### src/rtl/apb_axi_bridge_pkg.sv
package apb_axi_bridge_pkg;

  typedef enum logic [2:0] {
    ST_IDLE,
    ST_AW_W,
    ST_W,
    ST_B,
    ST_AR,
    ST_R
  } bridgeState_t;

  typedef struct packed {
    logic capture;
    logic takeWrResp;
    logic takeRdResp;
  } ctrlStrobe_t;

  localparam logic [1:0] BURST_INCR = 2'b01;

endpackage

### src/rtl/apb_axi_bridge_ctrl.sv
module apb_axi_bridge_ctrl
  import apb_axi_bridge_pkg::*;
(
  input  logic        clk,
  input  logic        rstN,
  input  logic        psel,
  input  logic        penable,
  input  logic        pwrite,
  input  logic        awready,
  input  logic        wready,
  input  logic        bvalid,
  input  logic        arready,
  input  logic        rvalid,
  output logic        pready,
  output logic        awvalid,
  output logic        wvalid,
  output logic        arvalid,
  output ctrlStrobe_t strobe
);

  bridgeState_t stateQ, stateD;
  logic wDoneQ, wDoneD;
  logic readyQ;
  logic start, awHs, wHs, wrDone, rdDone;

  // A new access starts only in IDLE, and not in the cycle that completes the previous one.
  assign start  = (stateQ == ST_IDLE) && psel && penable && !readyQ;
  assign awHs   = awvalid && awready;
  assign wHs    = wvalid && wready;
  assign wrDone = (stateQ == ST_B) && bvalid;
  assign rdDone = (stateQ == ST_R) && rvalid;

  always_comb begin
    stateD = stateQ;
    wDoneD = wDoneQ;
    unique case (stateQ)
      ST_IDLE: begin
        wDoneD = 1'b0;
        if (start) stateD = pwrite ? ST_AW_W : ST_AR;
      end
      ST_AW_W: begin
        if (awHs)     stateD = (wDoneQ || wHs) ? ST_B : ST_W;
        else if (wHs) wDoneD = 1'b1;
      end
      ST_W:    if (wHs)     stateD = ST_B;
      ST_B:    if (bvalid)  stateD = ST_IDLE;
      ST_AR:   if (arready) stateD = ST_R;
      ST_R:    if (rvalid)  stateD = ST_IDLE;
      default: stateD = ST_IDLE;
    endcase
  end

  always_ff @(posedge clk or negedge rstN) begin
    if (!rstN) begin
      stateQ <= ST_IDLE;
      wDoneQ <= 1'b0;
      readyQ <= 1'b0;
    end else begin
      stateQ <= stateD;
      wDoneQ <= wDoneD;
      readyQ <= wrDone || rdDone;
    end
  end

  assign awvalid = (stateQ == ST_AW_W);
  assign wvalid  = ((stateQ == ST_AW_W) && !wDoneQ) || (stateQ == ST_W);
  assign arvalid = (stateQ == ST_AR);
  assign pready  = readyQ;

  assign strobe.capture    = start;
  assign strobe.takeWrResp = wrDone;
  assign strobe.takeRdResp = rdDone;

endmodule

### src/rtl/apb_axi_bridge_dpath.sv
module apb_axi_bridge_dpath
  import apb_axi_bridge_pkg::*;
#(
  parameter int ADDR_W = 16,
  parameter int APB_DW = 32,
  parameter int AXI_DW = 64
) (
  input  logic                  clk,
  input  logic                  rstN,
  input  ctrlStrobe_t           strobe,
  input  logic [ADDR_W-1:0]     paddr,
  input  logic [APB_DW-1:0]     pwdata,
  input  logic [1:0]            bresp,
  input  logic [1:0]            rresp,
  input  logic [AXI_DW-1:0]     rdata,
  output logic [ADDR_W-1:0]     axAddr,
  output logic [AXI_DW-1:0]     wdata,
  output logic [AXI_DW/8-1:0]   wstrb,
  output logic [APB_DW-1:0]     prdata,
  output logic                  pslverr
);

  localparam int LANES     = AXI_DW / APB_DW;
  localparam int LANE_BITS = (LANES > 1) ? $clog2(LANES) : 1;
  localparam int LANE_LSB  = $clog2(APB_DW / 8);
  localparam int LANE_STRB = APB_DW / 8;

  logic [ADDR_W-1:0]    addrQ;
  logic [APB_DW-1:0]    dataQ;
  logic [LANE_BITS-1:0] laneSel;
  logic [APB_DW-1:0]    rdLanes [LANES];

  assign laneSel = addrQ[LANE_LSB +: LANE_BITS];

  for (genvar g = 0; g < LANES; g++) begin : g_lane
    assign wdata[g*APB_DW +: APB_DW]       = (laneSel == LANE_BITS'(g)) ? dataQ : '0;
    assign wstrb[g*LANE_STRB +: LANE_STRB] = (laneSel == LANE_BITS'(g)) ? '1 : '0;
    assign rdLanes[g]                      = rdata[g*APB_DW +: APB_DW];
  end

  always_ff @(posedge clk or negedge rstN) begin
    if (!rstN) begin
      addrQ   <= '0;
      dataQ   <= '0;
      prdata  <= '0;
      pslverr <= 1'b0;
    end else begin
      if (strobe.capture) begin
        addrQ <= paddr;
        dataQ <= pwdata;
      end
      // Bit 1 of the response marks both error codes.
      if (strobe.takeWrResp) pslverr <= bresp[1];
      if (strobe.takeRdResp) begin
        pslverr <= rresp[1];
        prdata  <= rdLanes[laneSel];
      end
    end
  end

  assign axAddr = addrQ;

endmodule

### src/rtl/apb_axi_narrow_bridge.sv
module apb_axi_narrow_bridge
  import apb_axi_bridge_pkg::*;
#(
  parameter int ADDR_W = 16,
  parameter int APB_DW = 32,
  parameter int AXI_DW = 64
) (
  input  logic                clk,
  input  logic                rstN,
  input  logic                psel,
  input  logic                penable,
  input  logic [ADDR_W-1:0]   paddr,
  input  logic                pwrite,
  input  logic [APB_DW-1:0]   pwdata,
  output logic [APB_DW-1:0]   prdata,
  output logic                pready,
  output logic                pslverr,
  output logic                awvalid,
  input  logic                awready,
  output logic [ADDR_W-1:0]   awaddr,
  output logic                awid,
  output logic [7:0]          awlen,
  output logic [2:0]          awsize,
  output logic [1:0]          awburst,
  output logic                wvalid,
  input  logic                wready,
  output logic [AXI_DW-1:0]   wdata,
  output logic [AXI_DW/8-1:0] wstrb,
  output logic                wlast,
  input  logic                bvalid,
  output logic                bready,
  input  logic [1:0]          bresp,
  output logic                arvalid,
  input  logic                arready,
  output logic [ADDR_W-1:0]   araddr,
  output logic                arid,
  output logic [7:0]          arlen,
  output logic [2:0]          arsize,
  output logic [1:0]          arburst,
  input  logic                rvalid,
  output logic                rready,
  input  logic [AXI_DW-1:0]   rdata,
  input  logic [1:0]          rresp
);

  localparam logic [2:0] BEAT_SIZE = 3'($clog2(APB_DW / 8));

  ctrlStrobe_t       strobe;
  logic [ADDR_W-1:0] axAddr;

  apb_axi_bridge_ctrl u_ctrl (
    .clk     (clk),
    .rstN    (rstN),
    .psel    (psel),
    .penable (penable),
    .pwrite  (pwrite),
    .awready (awready),
    .wready  (wready),
    .bvalid  (bvalid),
    .arready (arready),
    .rvalid  (rvalid),
    .pready  (pready),
    .awvalid (awvalid),
    .wvalid  (wvalid),
    .arvalid (arvalid),
    .strobe  (strobe)
  );

  apb_axi_bridge_dpath #(
    .ADDR_W (ADDR_W),
    .APB_DW (APB_DW),
    .AXI_DW (AXI_DW)
  ) u_dpath (
    .clk     (clk),
    .rstN    (rstN),
    .strobe  (strobe),
    .paddr   (paddr),
    .pwdata  (pwdata),
    .bresp   (bresp),
    .rresp   (rresp),
    .rdata   (rdata),
    .axAddr  (axAddr),
    .wdata   (wdata),
    .wstrb   (wstrb),
    .prdata  (prdata),
    .pslverr (pslverr)
  );

  assign awaddr  = axAddr;
  assign araddr  = axAddr;
  assign awid    = 1'b0;
  assign arid    = 1'b0;
  assign awlen   = 8'd0;
  assign arlen   = 8'd0;
  assign awsize  = BEAT_SIZE;
  assign arsize  = BEAT_SIZE;
  assign awburst = BURST_INCR;
  assign arburst = BURST_INCR;
  assign wlast   = 1'b1;
  assign bready  = 1'b1;
  assign rready  = 1'b1;

endmodule

### config.mk
export PLATFORM = sky130hd
export DESIGN_NAME = apb_axi_narrow_bridge
export DESIGN_NICKNAME = d
export VERILOG_FILES = /design/src/rtl/apb_axi_bridge_pkg.sv /design/src/rtl/apb_axi_bridge_ctrl.sv /design/src/rtl/apb_axi_bridge_dpath.sv /design/src/rtl/apb_axi_narrow_bridge.sv
export SDC_FILE = /design/constraint.sdc
export NUM_CORES = 1
export LEC_CHECK = 0
export BUFFER_PORTS_ARGS = -buffer_cell sky130_fd_sc_hd__buf_2
export CAP_MARGIN = 20
export CORE_AREA = 3 3 114 116
export CTS_BUF_LIST = sky130_fd_sc_hd__clkbuf_4
export CTS_CLUSTER_DIAMETER = 120
export DETAILED_ROUTE_END_ITERATION = 16
export DIE_AREA = 0 0 117 119
export GPL_TIMING_DRIVEN = 0
export HOLD_SLACK_MARGIN = 0.08
export PLACE_DENSITY = 0.75
export SYNTH_ARGS = -nofsm -noshare
export SYNTH_HDL_FRONTEND = slang
export SYNTH_SLANG_ARGS = --single-unit
### constraint.sdc
create_clock -name clk -period 1.6 [get_ports clk]
set_clock_uncertainty 0.2 [all_clocks]
set_input_delay 0.08 -clock clk [delete_from_list [all_inputs] [get_ports clk]]
set_output_delay 0.08 -clock clk [all_outputs]
set_load 0.02 [all_outputs]
Word-level counts from Yosys, hierarchy flattened
Index checks and enable logic that the tools add are counted.

cells by class
  reductions and logical operators = 18
  bitwise gates (word level) = 1
  mux-type cells = 21
  magnitude comparators = 1
  equal/unequal tests = 13

operator list
  operator                                                                  count
  32-bit 2-to-1 mux                                                         5
  3-bit 2-to-1 mux                                                          7
  3-bit one-hot mux with 6 select lines                                     1
  2-bit inequality test (second input constant)                             5
  1-bit logical AND                                                         8
  4-bit 2-to-1 mux                                                          2
  3-bit by 2-bit == test with 1-bit output (second input constant)          2
  3-bit == test (second input constant)                                     2
  2-bit by 1-bit inequality test with 1-bit output (second input constant)  3
  6-bit AND reduction                                                       1
  1-bit 2-to-1 mux                                                          5
  2-bit nonzero test                                                        2
  3-bit by 1-bit == test with 1-bit output (second input constant)          1
  3-bit logical NOT                                                         1
  1-bit logical OR                                                          3
  3-bit AND reduction                                                       1
  2-bit >= comparator (second input constant)                               1
  1-bit logical NOT                                                         2
  1-bit NOT with 2-bit output                                               1
  1-bit one-hot mux with 2 select lines                                     1

storage, ports and cells
  logic and storage cells = 61
  output and inout bits = 172
  bits of input ports = 126
  register bits = 86

Longest topological paths before layout
  depth after elaboration = 8
  depth in mapped cells = 5
  depth with buffers taken out = 4

Modules after synthesis
A second synthesis with hierarchy kept.

second synthesis, totals
  cells, all modules = 420
  area, all modules = 4580.6 um^2

by module, submodules not included
  module                 cells an instance  area each (um^2)  seq. area each (um^2)  instances
  apb_axi_bridge_dpath   324                3828.7            2026.9                 1
  apb_axi_bridge_ctrl    47                 391.6             125.1                  1
  apb_axi_narrow_bridge  49                 360.3             0.0                    1

Worst setup path after synthesis
OpenSTA, ideal clock, no wires.

  kind = reg-to-output
  from = register u_dpath.addrQ[2] (netlist: u_dpath.axAddr[2])
  to = output wdata[33]
  stages on the path, launching flop included = 5
  required time = 1320 ps
  arrival = 1486 ps
  setup slack = -166 ps
  path buffers = 3
  path through = dfrtp_1 clkbuf_1 buf_2 clkbuf_1 and2_1

on the way
  word-level cells in the longest chain between the ends = 1

RTL lines
  what                    RTL line                     text
  from (decl)             apb_axi_bridge_dpath.sv:28   logic [ADDR_W-1:0] addrQ;
  from (signal assigned)  apb_axi_bridge_dpath.sv:49   addrQ <= paddr;
  32-bit 2-to-1 mux       apb_axi_bridge_dpath.sv:36   assign wdata[g*APB_DW +: APB_DW] = (laneSel == LANE_BITS'(g)) ? dataQ : '0;
  to (decl)               apb_axi_narrow_bridge.sv:27  output logic [AXI_DW-1:0] wdata,

Every way passes these cells.

Worst setup path after layout
  from = register u_ctrl.stateQ[1]
  to = output arvalid

on the way
  word-level cells in the longest chain between the ends = 1

RTL lines
  what                    RTL line                     text
  from (decl)             apb_axi_bridge_ctrl.sv:21    bridgeState_t stateQ, stateD;
  from (signal assigned)  apb_axi_bridge_ctrl.sv:59    stateQ <= stateD;
  3-bit == test           apb_axi_bridge_ctrl.sv:67    assign arvalid = (stateQ == ST_AR);
  to (decl)               apb_axi_narrow_bridge.sv:33  output logic arvalid,

Every way passes these cells.

==> results.py <==
metrics = {
    "run_status": {
        "status": "finished, violations left",
        "failed_checks": "negative hold slack, negative setup slack",
    },
    "yosys": {
        "ys_seq_area_share_pct": 47.4,
        "ys_top_cells_by_count": "dfrtp_1, buf_4, o21ai_0",
        "synth-simple-area-share_pct": 13.9,
        "synth_compound_gate_area_share_pct": 5.65,
        "ys_warn_count": 0,
        "syn_area_mm2": 0.00454,
        "synth_top_family_by_area": "multiplexers",
        "ys_top_cells_by_area": "dfrtp_1, buf_4, mux2i_1",
        "synth_fa_ha_area_share_pct": 0,
        "synth-edff-count": 0,
        "synth_top_area_share_pct": 47.4,
        "synthMuxAreaShare_pct": 21.1,
        "yosysMostFrequentCell": "dfrtp_1",
        "synth_seq_cells": 86,
        "syn_inst": 415,
        "syn_area_per_cell_um2": 10.9,
        "synth-xor-area-share_pct": 0,
        "synth_top_area_cell": "dfrtp_1",
        "yosys_most_used_dff": "dfrtp_1",
        "ys_types": 29,
        "synth-async-reset-ratio_pct": 100,
    },
    "critical_path": {
        "setup.worst_path.class": "reg2out",
        "crit_fanout": 6,
        "endpoint_kind": "output port",
        "crit_path_start_kind": "flop",
        "cp.required_ns": 1.32,
        "crit_arrival_ns": 1.64,
    },
    "die": {
        "ioPinCount": 298,
        "die_y_um": 119,
        "start_util_pct": 37.8,
        "die_w_um": 117,
        "core_mm2": 0.0120,
        "row_count": 40,
        "dieArea_mm2": 0.0139,
    },
    "timing": {
        "setup_viol": 121,
        "timing.hold.ws_ns": -0.00417,
        "clock.fmax_mhz": 520,
        "period_share_pct": 120,
        "fin_crit_ns": 1.92,
        "tns_ns": -27.90,
        "slew_viol_final": 0,
        "hold_violations": 3,
        "slew_headroom_pct": 61.2,
        "timing.final.ws_setup_ns": -0.324,
        "tightestPinTransition_ns": 0.582,
        "rsz0062_at_grt": "true",
    },
    "clock_network": {
        "clock_latency_ns": 0.42,
        "numCtsBuffers": 9,
        "h-tree-depth": 3,
        "cts_buffer_depth": 2,
        "cts_tree": "done",
        "ctsHoldBuffers": 123,
        "cts.sinks": 86,
        "cts-root-buf": "clkbuf_4",
        "clk_pin_slew_ns": 0.14,
    },
    "detailed_routing": {
        "drtIter0Drc": 192,
        "wl_per_cell_um": 17.6,
        "ant_nets": 0,
        "viasPerCell": 4.74,
        "vias": 4841,
        "drc_errors": 0,
        "wl_um": 18000,
        "dr.pass1.iters": 4,
    },
    "grt": {
        "grt_pass1_wl_um": 25700,
        "grt_max_degree": 45,
        "grt_pass1_vias": 5131,
        "antenna_found_initial": 0,
        "grt_usage_pct": 23.9,
        "gr-total-overflow": 0,
    },
    "final_layout": {
        "final_nets": 995,
        "flow.area_growth_from_synthesis_pct": 87.1,
        "fill_cells": 787,
        "drive_above_1_share_pct": 55.5,
        "diodes": 0,
        "stdcell_count": 1021,
    },
    "pwr": {
        "power-per-cell-area_mw_per_mm2": 1820,
        "worst_ir_drop_vdd_mv": 1.03,
        "p_leak_nw": 4.49,
        "p_total_w": 0.0155,
    },
    "placed_design": {
        "place.gp.congestion": 0.841,
        "dp.cells": 856,
        "dp_hpwl_um": 10100,
        "post-place-ws_ns": -0.804,
        "portBuffers": 264,
    },
    "min_path": {
        "hp-class": "in2async",
    },
    "flow_run": {
        "maxCapViolations": 0,
    },
}
through the flow:
step | cell area [um2] | util [%]
2_1_floorplan | 4680 | -
3_3_place_gp | 6190 | 51.5
3_5_place_dp | 6210 | 51.7
4_1_cts | 8250 | 68.7
5_1_grt | 8490 | 70.7
6_report | 8490 | 70.7
sequential cells by signal, summed over array words and instances (netlist names):
name,flops
u_dpath.prdata,32
u_dpath.pslverr,1
u_ctrl.pready,1
u_dpath.dataQ,32
u_dpath.axAddr,16
u_ctrl.stateQ,3
u_ctrl.wDoneQ,1
where the power goes:
group	leakage, nW	internal [W]	switching (W)	total, W
Clock	0.0852	0.000684	0.000739	0.00142
Combinational	3.34	0.00501	0.00513	0.0101
Sequential	1.06	0.00316	0.000782	0.00394
Total	4.49	0.00885	0.00665	0.0155
final cells by class:
| class | instances | area (um2) | area share (%) |
|---|---|---|---|
| Buffer | 80 | 748 | 8.81 |
| Clock buffer | 12 | 90.1 | 1.06 |
| Clock inverter | 4 | 71.3 | 0.840 |
| Inverter | 3 | 13.8 | 0.162 |
| Multi-Input combinational cell | 275 | 2130 | 25.0 |
| Sequential cell | 86 | 2160 | 25.4 |
| Tap cell | 147 | 184 | 2.17 |
| Timing Repair Buffer | 414 | 3100 | 36.5 |
metal layers:
metal  wire, um  GRT usage [%]  part of all wire, %  vias to the layer above
met5          0              0                    0                        -
met4        880           12.0                  4.9                        0
met3       1460           6.25                  8.1                       77
met2       9490           43.1                   53                      270
met1       6160           24.9                   34                     2276
li1           -              -                    -                     2218
logic make-up after synthesis:
| family | after synthesis |
|---|---|
| other cells | 2 |
| compound gates | 48 |
| mux | 82 |
| buf+inv | 83 |
| simple gates | 114 |
| flops | 86 |
path summary, 6_finish.rpt:
kind	from	endpoint	slack [ns]	depth (start not counted)
max reg2reg	u_ctrl.stateQ[2]	u_dpath.dataQ[29]	-0.28	5
max in group asynchronous	rstN	u_ctrl.stateQ[0]	0.55	3
min reg2reg	u_dpath.prdata[24]	u_dpath.prdata[24]	0.29	2
min in group clk	pwdata[21]	u_dpath.dataQ[21]	0.22	3
max	u_ctrl.stateQ[1]	arvalid	-0.32	4
min	rstN	u_dpath.axAddr[13]	-0.004	2
cell usage in the layout, fill, tap and decap left out, types with 5 or more instances in the layout:
master,instances
buf_4,92
nor2b_2,6
nand2_1,32
o21ai_0,13
conb_1,31
o21ai_2,6
a21oi_1,5
nor2b_1,26
mux2_2,27
and2_4,20
o21ai_1,16
dlygate4sd3_1,123
mux2_4,21
and2_1,13
buf_8,7
dfrtp_1,82
buf_2,214
buf_6,40
clkbuf_4,17
mux2i_1,31
timing repair:
| action | CTS | global route |
|---|---|---|
| setup endpoints to repair | 151 | 160 |
| pin swaps | 6 | 8 |
| buffers inserted | 20 | 5 |
| cloned | 4 | 2 |
| resized for setup | 148 | 94 |
| endpoints found under the hold margin | 172 | 43 |
worst max-delay path: stages, from the launching register on:
cell and delay [ns]:
dfrtp_2 0.51, buf_8 0.16, buf_6 0.12, nor3b_4 0.26
buf_6 0.16
(Power assumes the default switching activity.)
